==> src/rtl/sram_ctl_pkg.sv <==
package sram_ctl_pkg;

  typedef enum logic [2:0] {
    ST_PWRUP,
    ST_IDLE,
    ST_TURN,
    ST_RD,
    ST_WSET,
    ST_WPULSE,
    ST_WHOLD
  } seq_state_t;

  // ns -> whole cycles, rounded up, never below one
  function automatic int ns_to_cyc(input int ns, input int period_ns);
    int c;
    c = (ns + period_ns - 1) / period_ns;
    if (c < 1) c = 1;
    return c;
  endfunction

  function automatic int imax(input int a, input int b);
    return (a > b) ? a : b;
  endfunction

endpackage

==> src/rtl/sram_ctl_rst_sync.sv <==
module sram_ctl_rst_sync (
  input  logic clk,
  input  logic arst_n,
  output logic rst_n_sync
);

  logic meta_q;
  logic sync_q;

  always_ff @(posedge clk or negedge arst_n) begin
    if (!arst_n) begin
      meta_q <= 1'b0;
      sync_q <= 1'b0;
    end else begin
      meta_q <= 1'b1;
      sync_q <= meta_q;
    end
  end

  assign rst_n_sync = sync_q;

endmodule

==> src/rtl/sram_ctl_timer.sv <==
module sram_ctl_timer #(
  parameter int              CNT_W   = 8,
  parameter logic [CNT_W-1:0] RST_VAL = '0
) (
  input  logic             clk,
  input  logic             rst_n,
  input  logic             load,
  input  logic [CNT_W-1:0] load_val,
  output logic             zero
);

  logic [CNT_W-1:0] cnt_q;
  logic [CNT_W-1:0] cnt_d;

  always_comb begin
    if (load) begin
      cnt_d = load_val;
    end else if (cnt_q != '0) begin
      cnt_d = cnt_q - 1'b1;
    end else begin
      cnt_d = cnt_q;
    end
  end

  always_ff @(posedge clk or negedge rst_n) begin
    if (!rst_n) cnt_q <= RST_VAL;
    else        cnt_q <= cnt_d;
  end

  assign zero = (cnt_q == '0);

endmodule

==> src/rtl/sram_ctl_seq.sv <==
module sram_ctl_seq
  import sram_ctl_pkg::*;
#(
  parameter int CNT_W   = 20,
  parameter int RD_CYC  = 7,
  parameter int WP_CYC  = 6,
  parameter int TA_CYC  = 3,
  parameter int PWR_CYC = 625000
) (
  input  logic       clk,
  input  logic       rst_n,
  input  logic       req_valid,
  input  logic       req_we,
  output seq_state_t state_q,
  output seq_state_t state_d,
  output logic       accept,
  output logic       capture
);

  localparam logic [CNT_W-1:0] RD_LD  = CNT_W'(RD_CYC - 1);
  localparam logic [CNT_W-1:0] WP_LD  = CNT_W'(WP_CYC - 1);
  localparam logic [CNT_W-1:0] TA_LD  = CNT_W'(TA_CYC - 1);
  localparam logic [CNT_W-1:0] PWR_LD = CNT_W'(PWR_CYC - 1);

  logic             t_load;
  logic [CNT_W-1:0] t_val;
  logic             t_zero;

  logic op_we_q, op_we_d;
  logic last_wr_q, last_wr_d;
  logic have_last_q, have_last_d;

  sram_ctl_timer #(
    .CNT_W   (CNT_W),
    .RST_VAL (PWR_LD)
  ) i_timer (
    .clk      (clk),
    .rst_n    (rst_n),
    .load     (t_load),
    .load_val (t_val),
    .zero     (t_zero)
  );

  // next-state logic
  always_comb begin
    state_d = state_q;
    t_load  = 1'b0;
    t_val   = '0;
    accept  = 1'b0;
    unique case (state_q)
      ST_PWRUP: begin
        if (t_zero) state_d = ST_IDLE;
      end
      ST_IDLE: begin
        if (req_valid) begin
          accept = 1'b1;
          t_load = 1'b1;
          if (have_last_q && (last_wr_q != req_we)) begin
            state_d = ST_TURN;
            t_val   = TA_LD;
          end else if (req_we) begin
            state_d = ST_WSET;
          end else begin
            state_d = ST_RD;
            t_val   = RD_LD;
          end
        end
      end
      ST_TURN: begin
        if (t_zero) begin
          t_load = 1'b1;
          if (op_we_q) begin
            state_d = ST_WSET;
          end else begin
            state_d = ST_RD;
            t_val   = RD_LD;
          end
        end
      end
      ST_RD: begin
        if (t_zero) state_d = ST_IDLE;
      end
      ST_WSET: begin
        state_d = ST_WPULSE;
        t_load  = 1'b1;
        t_val   = WP_LD;
      end
      ST_WPULSE: begin
        if (t_zero) state_d = ST_WHOLD;
      end
      ST_WHOLD: begin
        state_d = ST_IDLE;
      end
      default: state_d = ST_IDLE;
    endcase
  end

  assign capture = (state_q == ST_RD) && t_zero;

  always_comb begin
    op_we_d     = op_we_q;
    last_wr_d   = last_wr_q;
    have_last_d = have_last_q;
    if (accept) op_we_d = req_we;
    if (capture) begin
      last_wr_d   = 1'b0;
      have_last_d = 1'b1;
    end else if (state_q == ST_WHOLD) begin
      last_wr_d   = 1'b1;
      have_last_d = 1'b1;
    end
  end

  always_ff @(posedge clk or negedge rst_n) begin
    if (!rst_n) begin
      state_q     <= ST_PWRUP;
      op_we_q     <= 1'b0;
      last_wr_q   <= 1'b0;
      have_last_q <= 1'b0;
    end else begin
      state_q     <= state_d;
      op_we_q     <= op_we_d;
      last_wr_q   <= last_wr_d;
      have_last_q <= have_last_d;
    end
  end

endmodule

==> src/rtl/sram_ctl_io.sv <==
module sram_ctl_io
  import sram_ctl_pkg::*;
#(
  parameter int ADDR_W = 19,
  parameter int DATA_W = 8
) (
  input  logic              clk,
  input  logic              rst_n,
  input  seq_state_t        state_d,
  input  logic              accept,
  input  logic              capture,
  input  logic [ADDR_W-1:0] req_addr,
  input  logic [DATA_W-1:0] req_wdata,
  input  logic [DATA_W-1:0] dq_in,
  output logic [ADDR_W-1:0] addr_q,
  output logic              cs_n_q,
  output logic              we_n_q,
  output logic              oe_n_q,
  output logic [DATA_W-1:0] dout_q,
  output logic              doe_q,
  output logic              rdv_q,
  output logic [DATA_W-1:0] rdata_q
);

  logic              cs_n_d, we_n_d, oe_n_d, doe_d;
  logic [ADDR_W-1:0] addr_d;
  logic [DATA_W-1:0] dout_d;
  logic [DATA_W-1:0] rdata_d;

  // pin decode of the coming state; registered below
  always_comb begin
    cs_n_d = !((state_d == ST_RD) || (state_d == ST_WSET) ||
               (state_d == ST_WPULSE) || (state_d == ST_WHOLD));
    oe_n_d = (state_d != ST_RD);
    we_n_d = (state_d != ST_WPULSE);
    doe_d  = (state_d == ST_WSET) || (state_d == ST_WPULSE) ||
             (state_d == ST_WHOLD);
    addr_d  = accept  ? req_addr  : addr_q;
    dout_d  = accept  ? req_wdata : dout_q;
    rdata_d = capture ? dq_in     : rdata_q;
  end

  always_ff @(posedge clk or negedge rst_n) begin
    if (!rst_n) begin
      cs_n_q  <= 1'b1;
      we_n_q  <= 1'b1;
      oe_n_q  <= 1'b1;
      doe_q   <= 1'b0;
      addr_q  <= '0;
      dout_q  <= '0;
      rdv_q   <= 1'b0;
      rdata_q <= '0;
    end else begin
      cs_n_q  <= cs_n_d;
      we_n_q  <= we_n_d;
      oe_n_q  <= oe_n_d;
      doe_q   <= doe_d;
      addr_q  <= addr_d;
      dout_q  <= dout_d;
      rdv_q   <= capture;
      rdata_q <= rdata_d;
    end
  end

endmodule

==> src/rtl/sram_async_ctl.sv <==
module sram_async_ctl
  import sram_ctl_pkg::*;
#(
  parameter int CLK_PERIOD_NS = 8,
  parameter int ADDR_W        = 19,
  parameter int DATA_W        = 8,
  parameter int T_CYCLE_NS    = 55,
  parameter int T_ACC_NS      = 55,
  parameter int T_OEACC_NS    = 25,
  parameter int T_WPULSE_NS   = 40,
  parameter int T_SELEND_NS   = 50,
  parameter int T_ADREND_NS   = 50,
  parameter int T_DSETUP_NS   = 25,
  parameter int T_RELEASE_NS  = 20,
  parameter int PWRUP_NS      = 5000000
) (
  input  logic              clk,
  input  logic              rst_n,
  input  logic              req_valid,
  output logic              req_ready,
  input  logic              req_we,
  input  logic [ADDR_W-1:0] req_addr,
  input  logic [DATA_W-1:0] req_wdata,
  output logic              rd_valid,
  output logic [DATA_W-1:0] rd_data,
  output logic [ADDR_W-1:0] sram_addr,
  output logic              sram_cs_n,
  output logic              sram_we_n,
  output logic              sram_oe_n,
  output logic [DATA_W-1:0] sram_dq_out,
  output logic              sram_dq_oe,
  input  logic [DATA_W-1:0] sram_dq_in
);

  localparam int RD_CYC = imax(imax(ns_to_cyc(T_CYCLE_NS, CLK_PERIOD_NS),
                                    ns_to_cyc(T_ACC_NS, CLK_PERIOD_NS)),
                               ns_to_cyc(T_OEACC_NS, CLK_PERIOD_NS));
  // one setup cycle and one hold cycle surround the strobe
  localparam int WP_CYC = imax(imax(imax(ns_to_cyc(T_WPULSE_NS, CLK_PERIOD_NS),
                                         ns_to_cyc(T_SELEND_NS, CLK_PERIOD_NS) - 1),
                                    imax(ns_to_cyc(T_ADREND_NS, CLK_PERIOD_NS) - 1,
                                         ns_to_cyc(T_DSETUP_NS, CLK_PERIOD_NS) - 1)),
                               imax(ns_to_cyc(T_CYCLE_NS, CLK_PERIOD_NS) - 2, 1));
  localparam int TA_CYC  = ns_to_cyc(T_RELEASE_NS, CLK_PERIOD_NS);
  localparam int PWR_CYC = ns_to_cyc(PWRUP_NS, CLK_PERIOD_NS);
  localparam int MAX_CYC = imax(imax(RD_CYC, WP_CYC), imax(TA_CYC, PWR_CYC));
  localparam int CNT_W   = $clog2(MAX_CYC + 1);

  logic       rst_n_s;
  seq_state_t st_q, st_d;
  logic       accept, capture;

  sram_ctl_rst_sync i_rst_sync (
    .clk        (clk),
    .arst_n     (rst_n),
    .rst_n_sync (rst_n_s)
  );

  sram_ctl_seq #(
    .CNT_W   (CNT_W),
    .RD_CYC  (RD_CYC),
    .WP_CYC  (WP_CYC),
    .TA_CYC  (TA_CYC),
    .PWR_CYC (PWR_CYC)
  ) i_seq (
    .clk       (clk),
    .rst_n     (rst_n_s),
    .req_valid (req_valid),
    .req_we    (req_we),
    .state_q   (st_q),
    .state_d   (st_d),
    .accept    (accept),
    .capture   (capture)
  );

  sram_ctl_io #(
    .ADDR_W (ADDR_W),
    .DATA_W (DATA_W)
  ) i_io (
    .clk       (clk),
    .rst_n     (rst_n_s),
    .state_d   (st_d),
    .accept    (accept),
    .capture   (capture),
    .req_addr  (req_addr),
    .req_wdata (req_wdata),
    .dq_in     (sram_dq_in),
    .addr_q    (sram_addr),
    .cs_n_q    (sram_cs_n),
    .we_n_q    (sram_we_n),
    .oe_n_q    (sram_oe_n),
    .dout_q    (sram_dq_out),
    .doe_q     (sram_dq_oe),
    .rdv_q     (rd_valid),
    .rdata_q   (rd_data)
  );

  assign req_ready = (st_q == ST_IDLE);

endmodule

==> config.mk <==
export PLATFORM = sky130hd
export DESIGN_NAME = sram_async_ctl
export DESIGN_NICKNAME = d
export VERILOG_FILES = /design/src/rtl/sram_ctl_pkg.sv /design/src/rtl/sram_ctl_rst_sync.sv /design/src/rtl/sram_ctl_timer.sv /design/src/rtl/sram_ctl_seq.sv /design/src/rtl/sram_ctl_io.sv /design/src/rtl/sram_async_ctl.sv
export SDC_FILE = /design/constraint.sdc
export NUM_CORES = 1
export LEC_CHECK = 0
export ABC_AREA = 1
export BUFFER_PORTS_ARGS = -buffer_cell sky130_fd_sc_hd__buf_2
export CAP_MARGIN = 25
export CORE_MARGIN = 1.5
export CORE_UTILIZATION = 53
export DETAILED_ROUTE_END_ITERATION = 8
export PLACE_DENSITY = 0.8
export SLEW_MARGIN = 20
export SYNTH_ARGS = -nofsm -noshare
export SYNTH_HDL_FRONTEND = slang
export SYNTH_SLANG_ARGS = --single-unit
==> constraint.sdc <==
create_clock -name clk -period 2.3 [get_ports clk]
set_clock_uncertainty 0.05 [all_clocks]
set_input_delay 0.46 -clock clk [delete_from_list [all_inputs] [get_ports clk]]
set_output_delay 0.46 -clock clk [all_outputs]
set_load 0.01 [all_outputs]
==> flow_metrics.env <==
export IMPL_status="finished clean"
export IMPL_worst_path_buf_inv=2
export IMPL_layout_commonest_cell="nand2_1"
export IMPL_period_needed_ns=2.05
export IMPL_placed_cells=514
export IMPL_grt_max_degree=40
export IMPL_min_path_type="flop to async pin"
export IMPL_ir_drop_uv=824
export IMPL_synth_area_mm2=0.00316
export IMPL_grtUsageTotal_pct=24.7
export IMPL_setup_tns_ns=0
export IMPL_arrival_ns=2.22
export IMPL_syn_inst=367
export IMPL_drt_pass1_iterations=4
export IMPL_crit_path_top_delay_cell="dfstp_2"
export IMPL_setup_viol=0
export IMPL_detail_route_antenna_nets=0
export IMPL_post_cts_resized=0
export IMPL_relSlewSlack_pct=59.6
export IMPL_synthTopCellsByArea="dfrtp_1 44%, nand2_1 16%, dfstp_2 11%"
export IMPL_cts_buffers=9
export IMPL_ys_seq_area_share_pct=54.4
export IMPL_critPathKind="flop to flop"
export IMPL_drcViolationCount=0
export IMPL_required_ns=2.47
export IMPL_critPathTopFamily="simple AND/OR/NAND/NOR gates"
export IMPL_grt_pass1_wl_um=12000
export IMPL_cp_end_kind="flop"
export IMPL_root_buffer="clkbuf_8"
export IMPL_drt_initial_drc_count=164
export IMPL_maxCapViolations=0
export IMPL_yosys_area_top_type_share_pct=43.6
export IMPL_fp_dieW_um=80.2
export IMPL_core_area_mm2=0.00564
export IMPL_avgSynthCellArea_um2=8.61
export IMPL_syn_nets=407
export IMPL_ioPinCount=80
export IMPL_tightest_slew_ns=0.606
export IMPL_final_cells=531
export IMPL_wl_per_cell_um=13.2
export IMPL_cts_htree_levels=3
export IMPL_io_buffers=79
export IMPL_power_per_cell_area_mw_per_mm2=1510
export IMPL_wl_met3_um=378
export IMPL_num_vias=2706
export IMPL_drive_gt1_share_pct=31.6
export IMPL_rsz0062_at_grt="false"
export IMPL_area_delta_synth_final_pct=23.8
export IMPL_crit_chain="inv_1 > ha_1 > nand2_2 > nor2_8 > nand3_4 > o21ai_4 > buf_4 > nor3_1"
export IMPL_cts_sinks=68
export IMPL_max_freq_ghz=0.489
export IMPL_crit_path_max_fanout=10
export IMPL_post_route_period_util_pct=89.0
export IMPL_clk_pin_slew_worst_paths_ns=0.08
export IMPL_viasPerCell=5.10
export IMPL_met2WireLength_um=3620
export IMPL_gp_congestion=0.933
export IMPL_p_leak_nw=2.05
export IMPL_grt_antenna_before_repair=0
export IMPL_overflow=0
export IMPL_ys_warn_count=0
export IMPL_dp_hpwl_um=5230
export IMPL_drv_slew=0
export IMPL_initial_utilization_pct=56.0
export IMPL_fill_cells=435
export IMPL_synth_area_leader_cell="dfrtp_1"
export IMPL_grt_pass1_vias=2701
export IMPL_rows=27
export IMPL_seq_area_mm2=0.00172
export IMPL_synth_cell_types=37
export IMPL_multi_input_area_mm2=0.00129
export IMPL_m1WireLength_um=2850
export IMPL_cts_tree="built"
export IMPL_ys_ff_latch=68
export IMPL_die_area_mm2=0.00643
export IMPL_fin_nets=494
export IMPL_antenna_cells=0
export IMPL_postCtsSetupRepairBufs=0
export IMPL_clk_latency_ns=0.35
export IMPL_cts_max_path_buffers=2
export IMPL_die_h_um=80.2
export IMPL_slowest_delay_ns=0.39
export IMPL_final_cell_mix="138 x nand2_1, 79 x buf_2, 54 x dfrtp_1"
export IMPL_cp_start_kind="flop"
export IMPL_wl_um=7020
export IMPL_hold_viol=0
export IMPL_top_layer="met4"
-- what timing repair did --
action                                  4_1_cts  5_1_grt
hold endpoints to repair                      2        0
hold buffers                                  1        0
endpoints found under the setup margin        0        0
-- path summary, 6_finish.rpt --
check                                  startpoint                      end  slack [ns]  cells after the start
setup / recovery           i_seq.i_timer.cnt_q[0]  i_seq.i_timer.cnt_q[17]        0.25                      8
hold / removal              i_rst_sync.rst_n_sync           i_io.addr_q[3]        0.23                      0
setup reg to reg           i_seq.i_timer.cnt_q[0]  i_seq.i_timer.cnt_q[17]        0.25                      8
hold reg to reg             i_rst_sync.rst_n_sync           i_io.addr_q[3]        0.23                      0
max in group asynchronous   i_rst_sync.rst_n_sync  i_seq.i_timer.cnt_q[16]        1.29                      1
min in group clk                      req_addr[1]           i_io.addr_q[1]        0.25                      3
-- through the flow --
stage	hold WS, ns	setup WS, ns	cell area, um2	utilization [%]	power [mW]
6_report	0.230	0.253	3910	69.3	5.91
5_1_grt	0.248	0.0757	3910	69.3	6.39
4_1_cts	0.237	0.275	3910	69.3	5.96
3_5_place_dp	0.195	0.300	3640	64.6	4.68
3_3_place_gp	0.195	0.398	3640	64.6	4.60
2_1_floorplan	0.114	0.239	3160	-	3.91
-- Yosys cell counts --
cell / n
nand2_2: 6
nand2_4: 1
o21bai_1: 1
nor3_1: 16
clkbuf_1: 2
a211oi_1: 3
nand3_4: 1
a22oi_1: 1
dfrtp_1: 55
a21oi_1: 9
buf_4: 2
nor2_1: 29
conb_1: 1
dfstp_2: 13
nor2_4: 5
nand3_1: 8
nor2_2: 10
a31oi_1: 2
inv_1: 24
nor4_1: 1
nand2_1: 138
buf_2: 3
clkinv_1: 1
inv_4: 1
inv_2: 3
o21ai_2: 1
nand4_1: 3
xor2_1: 11
ha_1: 1
o21ai_1: 1
xnor2_1: 1
a22oi_2: 1
nor2_8: 1
o21ai_0: 8
or2_2: 1
nand3_2: 1
o21ai_4: 1
-- cells by family after synthesis --
group	count (synthesis)	synth area share, %
compound gates	28	5.62
xor+xnor	12	3.33
fa+ha+maj	1	0.396
buf+inv	36	4.71
flops	68	54.4
other cells	1	0.119
simple gates	221	31.4
-- final cells by class --
cell class              instances  area share, %
flip-flops and latches         68           44.0
multi-input cells             263           33.0
repair buffers                 83           11.3
clock buffers                  11           3.87
inverters                      29           2.85
clock inverters                 5           2.72
well taps                      72           2.30
-- metal layers --
metal	vias up	track usage [%]
li1	1330	-
met1	1273	29.5
met2	86	41.7
met3	17	5.80
met4	0	12.4
met5	-	0
-- flip-flops by register name, indices dropped and copies added, names as in the netlist --
name	flops
i_io.addr_q	19
i_rst_sync.rst_n_sync	1
i_seq.op_we_q	1
i_seq.last_wr_q	1
i_io.rdata_q	8
i_io.rdv_q	1
i_io.dout_q	8
i_seq.i_timer.cnt_q	20
i_io.oe_n_q	1
i_seq.state_q	3
i_io.doe_q	1
i_rst_sync.meta_q	1
i_seq.have_last_q	1
i_io.cs_n_q	1
i_io.we_n_q	1
-- power by group --
group,total (mW),switching (mW),leakage (nW),internal [mW]
Clock,1.24,0.452,0.126,0.783
Combinational,2.54,1.59,1.12,0.945
Sequential,2.14,0.372,0.796,1.77
Power figures use the tool's default switching activity.
